### src/rtl/rm_irq_pkg.sv
package rm_irq_pkg;

  typedef enum logic [2:0] {
    S_IDLE       = 3'd0,
    S_CHECK      = 3'd1,
    S_PUSH_FLAGS = 3'd2,
    S_PUSH_CS    = 3'd3,
    S_PUSH_IP    = 3'd4,
    S_FETCH      = 3'd5,
    S_DONE       = 3'd6
  } seq_state_e;

  localparam logic [1:0] FLT_NONE = 2'd0;
  localparam logic [1:0] FLT_GP   = 2'd1;
  localparam logic [1:0] FLT_SS   = 2'd2;

  localparam int unsigned WORD_W      = 16;
  localparam int unsigned ENTRY_BYTES = 4;
  localparam int unsigned RET_BYTES   = 6;
  localparam int unsigned WORD_BYTES  = 2;

  localparam int unsigned BIT_TF = 8;
  localparam int unsigned BIT_IF = 9;
  localparam int unsigned BIT_AC = 18;

endpackage

### src/rtl/rm_irq_guard.sv
module rm_irq_guard
  import rm_irq_pkg::*;
#(
  parameter int unsigned VEC_W  = 8,
  parameter int unsigned LIM_W  = 16,
  parameter int unsigned SP_W   = 16,
  parameter int unsigned TBL_AW = 16
) (
  input  logic [VEC_W-1:0]  vector_i,
  input  logic [LIM_W-1:0]  limit_i,
  input  logic [SP_W-1:0]   sp_i,
  output logic [TBL_AW-1:0] entry_addr_o,
  output logic              limit_bad_o,
  output logic              stack_bad_o
);

  localparam int unsigned SPAN_W = VEC_W + 2;
  localparam int unsigned CMP_W  = ((SPAN_W > LIM_W) ? SPAN_W : LIM_W) + 1;

  logic [CMP_W-1:0] last_byte;
  logic [CMP_W-1:0] lim_ext;

  always_comb begin
    last_byte    = (CMP_W'(vector_i) << 2) | CMP_W'(ENTRY_BYTES - 1);
    lim_ext      = CMP_W'(limit_i);
    limit_bad_o  = (last_byte > lim_ext);
    stack_bad_o  = (sp_i < SP_W'(RET_BYTES));
    entry_addr_o = TBL_AW'(vector_i) << 2;
  end

endmodule

### src/rtl/rm_irq_flagmask.sv
module rm_irq_flagmask
  import rm_irq_pkg::*;
#(
  parameter int unsigned FLAG_W = 32
) (
  input  logic [FLAG_W-1:0] flags_i,
  output logic [WORD_W-1:0] push_word_o,
  output logic [FLAG_W-1:0] cleared_o
);

  assign push_word_o = flags_i[WORD_W-1:0];

  for (genvar b = 0; b < FLAG_W; b++) begin : g_bit
    if (b == BIT_TF || b == BIT_IF || b == BIT_AC) begin : g_clr
      assign cleared_o[b] = 1'b0;
    end else begin : g_keep
      assign cleared_o[b] = flags_i[b];
    end
  end

endmodule

### src/rtl/rm_irq_fsm.sv
module rm_irq_fsm
  import rm_irq_pkg::*;
(
  input  logic       clk,
  input  logic       rst_n,
  input  logic       start_i,
  input  logic       limit_bad_i,
  input  logic       stack_bad_i,
  input  logic       rvalid_i,
  output seq_state_e state_o,
  output logic       accept_o,
  output logic       fault_go_o,
  output logic       req_o,
  output logic       take_o
);

  seq_state_e state_q, state_d;
  logic       req_sent_q, req_sent_d;

  always_comb begin
    state_d    = state_q;
    req_sent_d = req_sent_q;
    accept_o   = 1'b0;
    fault_go_o = 1'b0;
    take_o     = 1'b0;
    req_o      = (state_q == S_FETCH) && !req_sent_q;
    unique case (state_q)
      S_IDLE: begin
        if (start_i) begin
          accept_o = 1'b1;
          state_d  = S_CHECK;
        end
      end
      S_CHECK: begin
        if (limit_bad_i || stack_bad_i) begin
          fault_go_o = 1'b1;
          state_d    = S_IDLE;
        end else begin
          state_d = S_PUSH_FLAGS;
        end
      end
      S_PUSH_FLAGS: state_d = S_PUSH_CS;
      S_PUSH_CS:    state_d = S_PUSH_IP;
      S_PUSH_IP: begin
        state_d    = S_FETCH;
        req_sent_d = 1'b0;
      end
      S_FETCH: begin
        if (!req_sent_q) begin
          req_sent_d = 1'b1;
        end else if (rvalid_i) begin
          take_o  = 1'b1;
          state_d = S_DONE;
        end
      end
      S_DONE:  state_d = S_IDLE;
      default: state_d = S_IDLE;
    endcase
  end

  always_ff @(posedge clk or negedge rst_n) begin
    if (!rst_n) begin
      state_q    <= S_IDLE;
      req_sent_q <= 1'b0;
    end else begin
      state_q    <= state_d;
      req_sent_q <= req_sent_d;
    end
  end

  assign state_o = state_q;

  // with the request out and no valid, the fetch step holds
  p_hold_fetch_r7: assert property (@(posedge clk) disable iff (!rst_n)
    (state_q == S_FETCH && req_sent_q && !rvalid_i) |=> (state_q == S_FETCH));

  // a failed check returns to idle without touching the push steps
  p_fault_to_idle_r2: assert property (@(posedge clk) disable iff (!rst_n)
    (state_q == S_CHECK && (limit_bad_i || stack_bad_i)) |=> (state_q == S_IDLE));

endmodule

### src/rtl/rm_irq_entry.sv
module rm_irq_entry
  import rm_irq_pkg::*;
#(
  parameter int unsigned VEC_W  = 8,
  parameter int unsigned FLAG_W = 32,
  parameter int unsigned SP_W   = 16,
  parameter int unsigned LIM_W  = 16,
  parameter int unsigned TBL_AW = 16,
  parameter int unsigned IP_W   = 32
) (
  input  logic              clk,
  input  logic              rst_n,
  input  logic              start_i,
  input  logic [VEC_W-1:0]  vector_i,
  input  logic [FLAG_W-1:0] flags_i,
  input  logic [15:0]       cs_i,
  input  logic [15:0]       ip_i,
  input  logic [SP_W-1:0]   sp_i,
  input  logic [LIM_W-1:0]  limit_i,
  output logic              st_we_o,
  output logic [SP_W-1:0]   st_addr_o,
  output logic [15:0]       st_wdata_o,
  output logic              tb_re_o,
  output logic [TBL_AW-1:0] tb_addr_o,
  input  logic              tb_rvalid_i,
  input  logic [31:0]       tb_rdata_i,
  output logic              done_o,
  output logic              fault_o,
  output logic [1:0]        fault_code_o,
  output logic [15:0]       new_cs_o,
  output logic [IP_W-1:0]   new_ip_o,
  output logic [SP_W-1:0]   new_sp_o,
  output logic [FLAG_W-1:0] new_flags_o
);

  localparam logic [SP_W-1:0] SP_STEP = SP_W'(WORD_BYTES);

  // reset: asserted asynchronously, released on the clock
  logic rst_meta_q, rst_sync_n;
  always_ff @(posedge clk or negedge rst_n) begin
    if (!rst_n) begin
      rst_meta_q <= 1'b0;
      rst_sync_n <= 1'b0;
    end else begin
      rst_meta_q <= 1'b1;
      rst_sync_n <= rst_meta_q;
    end
  end

  // captured operands and working registers
  logic [VEC_W-1:0]  vec_q;
  logic [LIM_W-1:0]  lim_q;
  logic [SP_W-1:0]   sp_q, sp_d;
  logic [FLAG_W-1:0] flags_q, flags_d;
  logic [15:0]       cs_q, ip_q;
  logic              sp_en, flags_en;

  // result registers
  logic [15:0]       rcs_q, rcs_d;
  logic [IP_W-1:0]   rip_q, rip_d;
  logic [SP_W-1:0]   rsp_q;
  logic [FLAG_W-1:0] rflags_q;
  logic              fault_q, fault_d;
  logic [1:0]        code_q, code_d;
  logic              code_en;

  seq_state_e        state;
  logic              accept, fault_go, take;
  logic              limit_bad, stack_bad;
  logic [TBL_AW-1:0] entry_addr;
  logic [15:0]       flags_word;
  logic [FLAG_W-1:0] flags_clr;

  rm_irq_guard #(
    .VEC_W (VEC_W),
    .LIM_W (LIM_W),
    .SP_W  (SP_W),
    .TBL_AW(TBL_AW)
  ) u_guard (
    .vector_i    (vec_q),
    .limit_i     (lim_q),
    .sp_i        (sp_q),
    .entry_addr_o(entry_addr),
    .limit_bad_o (limit_bad),
    .stack_bad_o (stack_bad)
  );

  rm_irq_flagmask #(
    .FLAG_W(FLAG_W)
  ) u_flagmask (
    .flags_i    (flags_q),
    .push_word_o(flags_word),
    .cleared_o  (flags_clr)
  );

  rm_irq_fsm u_fsm (
    .clk        (clk),
    .rst_n      (rst_sync_n),
    .start_i    (start_i),
    .limit_bad_i(limit_bad),
    .stack_bad_i(stack_bad),
    .rvalid_i   (tb_rvalid_i),
    .state_o    (state),
    .accept_o   (accept),
    .fault_go_o (fault_go),
    .req_o      (tb_re_o),
    .take_o     (take)
  );

  // next-state for the datapath
  always_comb begin
    sp_en    = 1'b0;
    sp_d     = sp_q;
    flags_en = 1'b0;
    flags_d  = flags_q;
    code_en  = 1'b0;
    code_d   = code_q;
    fault_d  = fault_go;
    rcs_d    = tb_rdata_i[31:16];
    rip_d    = IP_W'(tb_rdata_i[15:0]);
    if (accept) begin
      sp_en    = 1'b1;
      sp_d     = sp_i;
      flags_en = 1'b1;
      flags_d  = flags_i;
      code_en  = 1'b1;
      code_d   = FLT_NONE;
    end else begin
      if (fault_go) begin
        code_en = 1'b1;
        code_d  = limit_bad ? FLT_GP : FLT_SS;
      end
      if (st_we_o) begin
        sp_en = 1'b1;
        sp_d  = sp_q - SP_STEP;
      end
      if (state == S_PUSH_FLAGS) begin
        flags_en = 1'b1;
        flags_d  = flags_clr;
      end
    end
  end

  // stack write port
  always_comb begin
    st_we_o    = (state == S_PUSH_FLAGS) || (state == S_PUSH_CS) || (state == S_PUSH_IP);
    st_addr_o  = sp_q - SP_STEP;
    unique case (state)
      S_PUSH_FLAGS: st_wdata_o = flags_word;
      S_PUSH_CS:    st_wdata_o = cs_q;
      default:      st_wdata_o = ip_q;
    endcase
  end

  assign tb_addr_o = entry_addr;

  // register processes
  always_ff @(posedge clk or negedge rst_sync_n) begin
    if (!rst_sync_n) begin
      vec_q <= '0;
      lim_q <= '0;
      cs_q  <= '0;
      ip_q  <= '0;
    end else if (accept) begin
      vec_q <= vector_i;
      lim_q <= limit_i;
      cs_q  <= cs_i;
      ip_q  <= ip_i;
    end
  end

  always_ff @(posedge clk or negedge rst_sync_n) begin
    if (!rst_sync_n) begin
      sp_q <= '0;
    end else if (sp_en) begin
      sp_q <= sp_d;
    end
  end

  always_ff @(posedge clk or negedge rst_sync_n) begin
    if (!rst_sync_n) begin
      flags_q <= '0;
    end else if (flags_en) begin
      flags_q <= flags_d;
    end
  end

  always_ff @(posedge clk or negedge rst_sync_n) begin
    if (!rst_sync_n) begin
      rcs_q    <= '0;
      rip_q    <= '0;
      rsp_q    <= '0;
      rflags_q <= '0;
    end else if (take) begin
      rcs_q    <= rcs_d;
      rip_q    <= rip_d;
      rsp_q    <= sp_q;
      rflags_q <= flags_q;
    end
  end

  always_ff @(posedge clk or negedge rst_sync_n) begin
    if (!rst_sync_n) begin
      fault_q <= 1'b0;
      code_q  <= FLT_NONE;
    end else begin
      fault_q <= fault_d;
      if (code_en) begin
        code_q <= code_d;
      end
    end
  end

  assign done_o       = (state == S_DONE);
  assign fault_o      = fault_q;
  assign fault_code_o = code_q;
  assign new_cs_o     = rcs_q;
  assign new_ip_o     = rip_q;
  assign new_sp_o     = rsp_q;
  assign new_flags_o  = rflags_q;

  // ---------------- checks ----------------
  logic [1:0] wr_cnt_q;
  always_ff @(posedge clk or negedge rst_sync_n) begin
    if (!rst_sync_n) begin
      wr_cnt_q <= 2'd0;
    end else if (accept) begin
      wr_cnt_q <= 2'd0;
    end else if (st_we_o) begin
      wr_cnt_q <= wr_cnt_q + 2'd1;
    end
  end

  // back-to-back pushes walk down by one word
  p_push_descend_r4: assert property (@(posedge clk) disable iff (!rst_sync_n)
    (st_we_o && $past(st_we_o)) |-> (st_addr_o == $past(st_addr_o) - SP_STEP));

  // completion only after exactly three pushes
  p_three_pushes_r4: assert property (@(posedge clk) disable iff (!rst_sync_n)
    done_o |-> (wr_cnt_q == 2'd3));

  // a fault is reported before any stack write
  p_fault_no_push_r2: assert property (@(posedge clk) disable iff (!rst_sync_n)
    fault_o |-> (wr_cnt_q == 2'd0));

  // the table read follows the three pushes
  p_read_after_push_r1: assert property (@(posedge clk) disable iff (!rst_sync_n)
    tb_re_o |-> (wr_cnt_q == 2'd3));

  // one ending per sequence
  p_single_end_r8: assert property (@(posedge clk) disable iff (!rst_sync_n)
    !(done_o && fault_o));

  // done only after valid was sampled
  p_done_after_valid_r7: assert property (@(posedge clk) disable iff (!rst_sync_n)
    done_o |-> $past(tb_rvalid_i));

  // control flags are clear in the result
  p_flags_clear_r5: assert property (@(posedge clk) disable iff (!rst_sync_n)
    done_o |-> (!new_flags_o[BIT_IF] && !new_flags_o[BIT_TF] && !new_flags_o[BIT_AC]));

endmodule

### config.mk
export PLATFORM = sky130hd
export DESIGN_NAME = rm_irq_entry
export DESIGN_NICKNAME = d
export VERILOG_FILES = /design/src/rtl/rm_irq_pkg.sv /design/src/rtl/rm_irq_guard.sv /design/src/rtl/rm_irq_flagmask.sv /design/src/rtl/rm_irq_fsm.sv /design/src/rtl/rm_irq_entry.sv
export SDC_FILE = /design/constraint.sdc
export NUM_CORES = 1
export LEC_CHECK = 0
export CAP_MARGIN = 20
export CORE_UTILIZATION = 41
export DETAILED_ROUTE_END_ITERATION = 8
export PLACE_DENSITY_LB_ADDON = 0.3
export SLEW_MARGIN = 0
export SYNTH_ARGS = -nofsm -noshare
export SYNTH_HDL_FRONTEND = slang
export SYNTH_SLANG_ARGS = --single-unit
### constraint.sdc
create_clock -name clk -period 6.17 [get_ports clk]
set_input_delay 1.234 -clock clk [delete_from_list [all_inputs] [get_ports clk]]
set_output_delay 1.234 -clock clk [all_outputs]
set_load 0.01 [all_outputs]
# After elaboration in Yosys (flattened, before gate mapping)
# Cells that the tools add are included.
[word_totals] register_bits=193 latch_bits=0 mem_bits_rw=0 rom_bits=0 in_bits=140 out_inout_bits=150 elab_cells=71 memories=0
[op_classes] n_addsub=1 n_mul=0 div=0 n_lt_le_gt_ge=2 eq_ne=9 shifts=0 muxes=27 bitwise_logic=0 reduce_logical=15
[op_table] op="two-way mux 16 bit" n=2
[op_table] op="two-way mux 32 bit" n=1
[op_table] op="one-hot mux 16 bit (2 select lines)" n=1
[op_table] op="two-way mux 19 bit" n=1
[op_table] op="one-hot mux 3 bit (6 select lines)" n=1
[op_table] op="> comparator 10 x 16 -> 1 bit" n=1
[op_table] op="less-than comparator 16 x 3 -> 1 bit, second input constant" n=1
[op_table] op="subtractor 16 x 2 -> 16 bit, second input constant" n=1
[op_table] op="two-way mux 1 bit" n=13
[op_table] op="equality test 3 bit, second input constant" n=3
[op_table] op="two-way mux 3 bit" n=3
[op_table] op="two-way mux 2 bit" n=4
[op_table] op="AND reduction 2 bit" n=4
[op_table] op="nonzero test 2 bit" n=4
[op_table] op="equality test 3 x 2 -> 1 bit, second input constant" n=2
[op_table] op="inequality test 2 bit, second input constant" n=2
[op_table] op="equality test 3 x 1 -> 1 bit, second input constant" n=1
[op_table] op="zero test 3 bit" n=1
[op_table] op="logical OR 1 bit" n=3
[op_table] op="AND reduction 3 bit" n=1
[op_table] op="inequality test 2 x 1 -> 1 bit, second input constant" n=1
[op_table] op="one-hot mux 1 bit (2 select lines)" n=1
[op_table] op="logical AND 1 bit" n=1
[op_table] op="zero test 1 bit" n=1

# Longest topological paths before layout
[depth] ltp_word=7 mapped_depth=7

# By module
# Synthesis repeated with hierarchy kept, for this count alone.
[hier_totals] hier_cells=767 hier_area_um2=9162.5
[modules_own_cells] module="rm_irq_entry" instances=1 cells_each=641 area_each_um2=8199.1
[modules_own_cells] module="rm_irq_guard" instances=1 cells_each=54 area_each_um2=387.9
[modules_own_cells] module="rm_irq_flagmask" instances=1 cells_each=49 area_each_um2=364.1
[modules_own_cells] module="rm_irq_fsm" instances=1 cells_each=23 area_each_um2=211.5

# Worst setup path after synthesis
# Ideal clock, no wire load.
[synth_path] path_type="register -> output" from="reg sp_q[6]" to="out st_addr_o[13]" t_arrival_ns=1.681 path_slack_ns=3.255 path_stages_with_launch=6 path_buffers=1 path_cell_list="dfrtp_1 or4_4 buf_6 nor3_2 nand2_1 xnor2_1"
[synth_between] elab_chain_cells=1
[synth_lines] item="start: declaration" line="rm_irq_entry.sv:53" text="logic [SP_W-1:0] sp_q, sp_d;"
[synth_lines] item="start signal: assignment" line="rm_irq_entry.sv:176" text="sp_q <= sp_d;"
[synth_lines] item="subtractor 16 x 2 -> 16 bit" line="rm_irq_entry.sv:147" text="st_addr_o = sp_q - SP_STEP;"
[synth_lines] item="end: declaration" line="rm_irq_entry.sv:21" text="output logic [SP_W-1:0] st_addr_o,"
# No other way between the ends.

# Worst setup path after layout
# Ends and elaborated chain as after synthesis.

==> results.toml <==
[synthesis]
ys_seq_area_frac = 0.5747
ys_ff_latch = 193
synth_edf_count = 0
synthesis.instances = 633
avgSynthCellArea_um2 = 13.27
yosysWarnings = 0
syn_area_um2 = 8403
synth-async-reset-ratio = 1.000
ys_types = 52
synthFlopType = "dfrtp_1"

[setup_path]
crit_fanout = 7
critPathKind = "flip-flop to output port"
slowest_delay_ns = 0.65
endpoint_kind = "output port"
cpLargestDelayFamily = "simple AND/OR/NAND/NOR gates"
reg2reg_depth = 6
reg2reg_from = "u_fsm.state_o[0]$_DFFE_PN0P_"
cp-startpoint = "sp_q[6]$_DFFE_PN0P_"
path_buf_inv = 1
worstPathCellList = "or4_4, nor3_2, nand2_1, xnor2_1, clkdlybuf4s50_1"
rrSetupSlack_ns = 3.65
cp.arrival_ns = 2.70
r2r-end = "new_flags_o[30]$_DFFE_PN0P_"
cp.required_ns = 4.94
critPathLaunchType = "flip-flop"
cp_slowest_cell = "or4_4"

[pwr]
switching_share = 0.3389
p_leak_nw = 5.127
peakVddDrop_mv = 0.2505
p_clk_frac = 0.187
power_density_nw_per_um2 = 502.1
seqPwrFrac = 0.374
pwr-share-comb = 0.439
intPower_w = 0.003917
netSwitchingPower_w = 0.002008

[timing]
setup_viol = 0
hold_viol_final = 0
timing.fmax_mhz = 254.3
setup-tns-final_ns = 0
timing.slew.headroom = 0.4605
timing.hold.ws_ns = 0.3210
period_minus_slack_ns = 3.932
clock_skew_ns = 0.008969
fin_crit_sh = 0.6372
worstMarginPinSlew_ns = 0.8093
rsz0062_at_grt = "false"
slew_violations = 0

[cts]
cts_tree = "done"
ctsHoldBuffers = 0
clk_pin_slew_ns = 0.07
cts_root_buffer = "clkbuf_16"
clk_latency_ns = 0.43
cts_buffers = 17
cts_setup_buffers = 0
h-tree-depth = 4
cts_buffer_depth = 2
cts_resized = 0
clock_sinks = 193

[global_route]
grt_usage = 0.1939
antenna_found_initial = 0
grt_pass1_vias = 5859
grt_pass1_wl_um = 32320
overflow = 0
grt_start_max_net_pins = 63

[route]
detailedRoute.firstPassIterationCount = 4
drc = 0
vias = 5688
drt_iter0_markers = 228
ant_nets = 0
wirelength_um = 19620
wire_per_inst_um = 16.74
via_per_inst = 4.853

[final_layout]
area_delta_synth_final_pct = 40.41
nFillCells = 1683
finish.instance_area_um2 = 11800
n_antenna_cell = 0
finalNetCount = 1038
drive_gt1_frac = 0.2284

[run]
max-cap-violations = 0

[floorplan]
die_h_um = 145.2
die_w_um = 145.2
coreArea_um2 = 20170
ios = 290
rows = 52
initial_utilization = 0.4166
die_area_um2 = 21070

[placed_design]
gp_congestion = 0.8559
numPortBuffers = 265
dpl.hpwl_um = 13700
place_area_um2 = 11200

[min_path]
hp-class = "flip-flop to asynchronous set/reset pin"

[run_status]
status = "complete, no violations"
[area by class of cell]
| cell class | count | area (um2) | area share |
|---|---|---|---|
| repair buffers | 275 | 2728 | 0.2312 |
| multi-input cells | 387 | 3244 | 0.2750 |
| clock inverters | 15 | 173.9 | 0.01474 |
| inverters | 15 | 56.30 | 0.004772 |
| clock buffers | 17 | 425.4 | 0.03606 |
| flip-flops and latches | 193 | 4833 | 0.4097 |
| well taps | 270 | 337.8 | 0.02863 |
[worst max path at each step]
stage | end | slack, ns | depth (start not counted)
5_1_grt | st_addr_o[14] | 2.09 | 5
4_1_cts | st_addr_o[14] | 2.21 | 5
6_report | st_addr_o[13] | 2.24 | 5
3_5_place_dp | st_addr_o[14] | 2.68 | 5
3_3_place_gp | st_addr_o[15] | 2.73 | 5
2_1_floorplan | cs_q[0]$_DFFE_PN0P_ | 0.39 | 0
[logic make-up (layout without fill, tap and decap cells)]
group,Yosys count,in the layout,synth area share
compound gates,72,72,0.05733
xor+xnor,13,13,0.01355
fa+ha+maj,9,9,0.01340
buf+inv,76,322,0.05018
flops,193,193,0.5747
mux,174,174,0.2308
other cells,2,25,0.0008937
simple gates,94,94,0.05911
[synthesized netlist by cell type, drive strengths merged (2+ instances only)]
cell type	count	area, um2
dfrtp	193	4830
mux2	158	1779
buf	53	335.3
nand2	43	161.4
o21ai	37	185.2
mux2i	16	160.2
nor2	16	75.07
inv	15	56.30
ha	9	112.6
a21oi	8	40.04
a221o	8	80.08
clkbuf	8	30.03
xor2	8	70.07
nor3	6	46.30
nor4	6	52.55
xnor2	5	43.79
nand2b	4	25.02
o311ai	4	35.03
a22o	3	26.28
and2	3	18.77
or3	3	18.77
or4	3	26.27
a211oi	2	15.01
conb	2	7.510
nand4	2	12.51
o22ai	2	12.51
or2	2	15.02
[worst register-to-register path: stages, from the launching register on]
cell	delay [ns]
dfrtp_1	0.34
buf_4	0.36
inv_1	0.17
or2_2	0.37
nor2_4	0.12
buf_4	0.56
mux2_2	0.48
[power groups by stage]
stage	clock [W]	combinational [W]	sequential (W)
floorplan	0	0.00136	0.00226
global placement	0	0.00258	0.00222
detailed placement	0	0.00262	0.00224
CTS	0.00115	0.00263	0.00222
global route	0.00120	0.00282	0.00230
finish	0.00111	0.00260	0.00222
[placed cells by master (no fill, tap or decap), drive strengths merged, types with 9 or more instances in the layout]
cell type | synthesis | final
buf | 53 | 10
clkbuf | 8 | 17
nand2 | 43 | 43
nor2 | 16 | 16
clkdlybuf4s50 | 0 | 265
o21ai | 37 | 37
ha | 9 | 9
conb | 2 | 25
mux2i | 16 | 16
inv | 15 | 21
mux2 | 158 | 158
dfrtp | 193 | 193
[metal layers]
metal / GRT usage / part of all wire
met1: 0.2569 / 0.45
met2: 0.3014 / 0.46
met3: 0.06824 / 0.085
met4: 0.05158 / 0.011
met5: 0 / 0
[stage by stage]
step,total power [W],worst slack (ns),std cells,util
2_1_floorplan,0.003626,0.3937,656,-
3_3_place_gp,0.004802,2.730,1140,0.5553
3_5_place_dp,0.004857,2.685,1140,0.5553
4_1_cts,0.006002,2.213,1172,0.5850
5_1_grt,0.006315,2.088,1172,0.5850
6_report,0.005925,2.238,1172,0.5850
[sequential cells by signal (all words and copies together) (netlist names)]
register	count
fault_o	1
ip_q	16
u_fsm.req_sent_q	1
flags_q	32
new_cs_o	16
u_fsm.state_o	3
new_sp_o	16
fault_code_o	2
new_ip_o	16
lim_q	16
vec_q	8
rst_meta_q	1
sp_q	16
new_flags_o	32
cs_q	16
rst_sync_n	1
No activity file was read; power rests on OpenSTA's default activity.
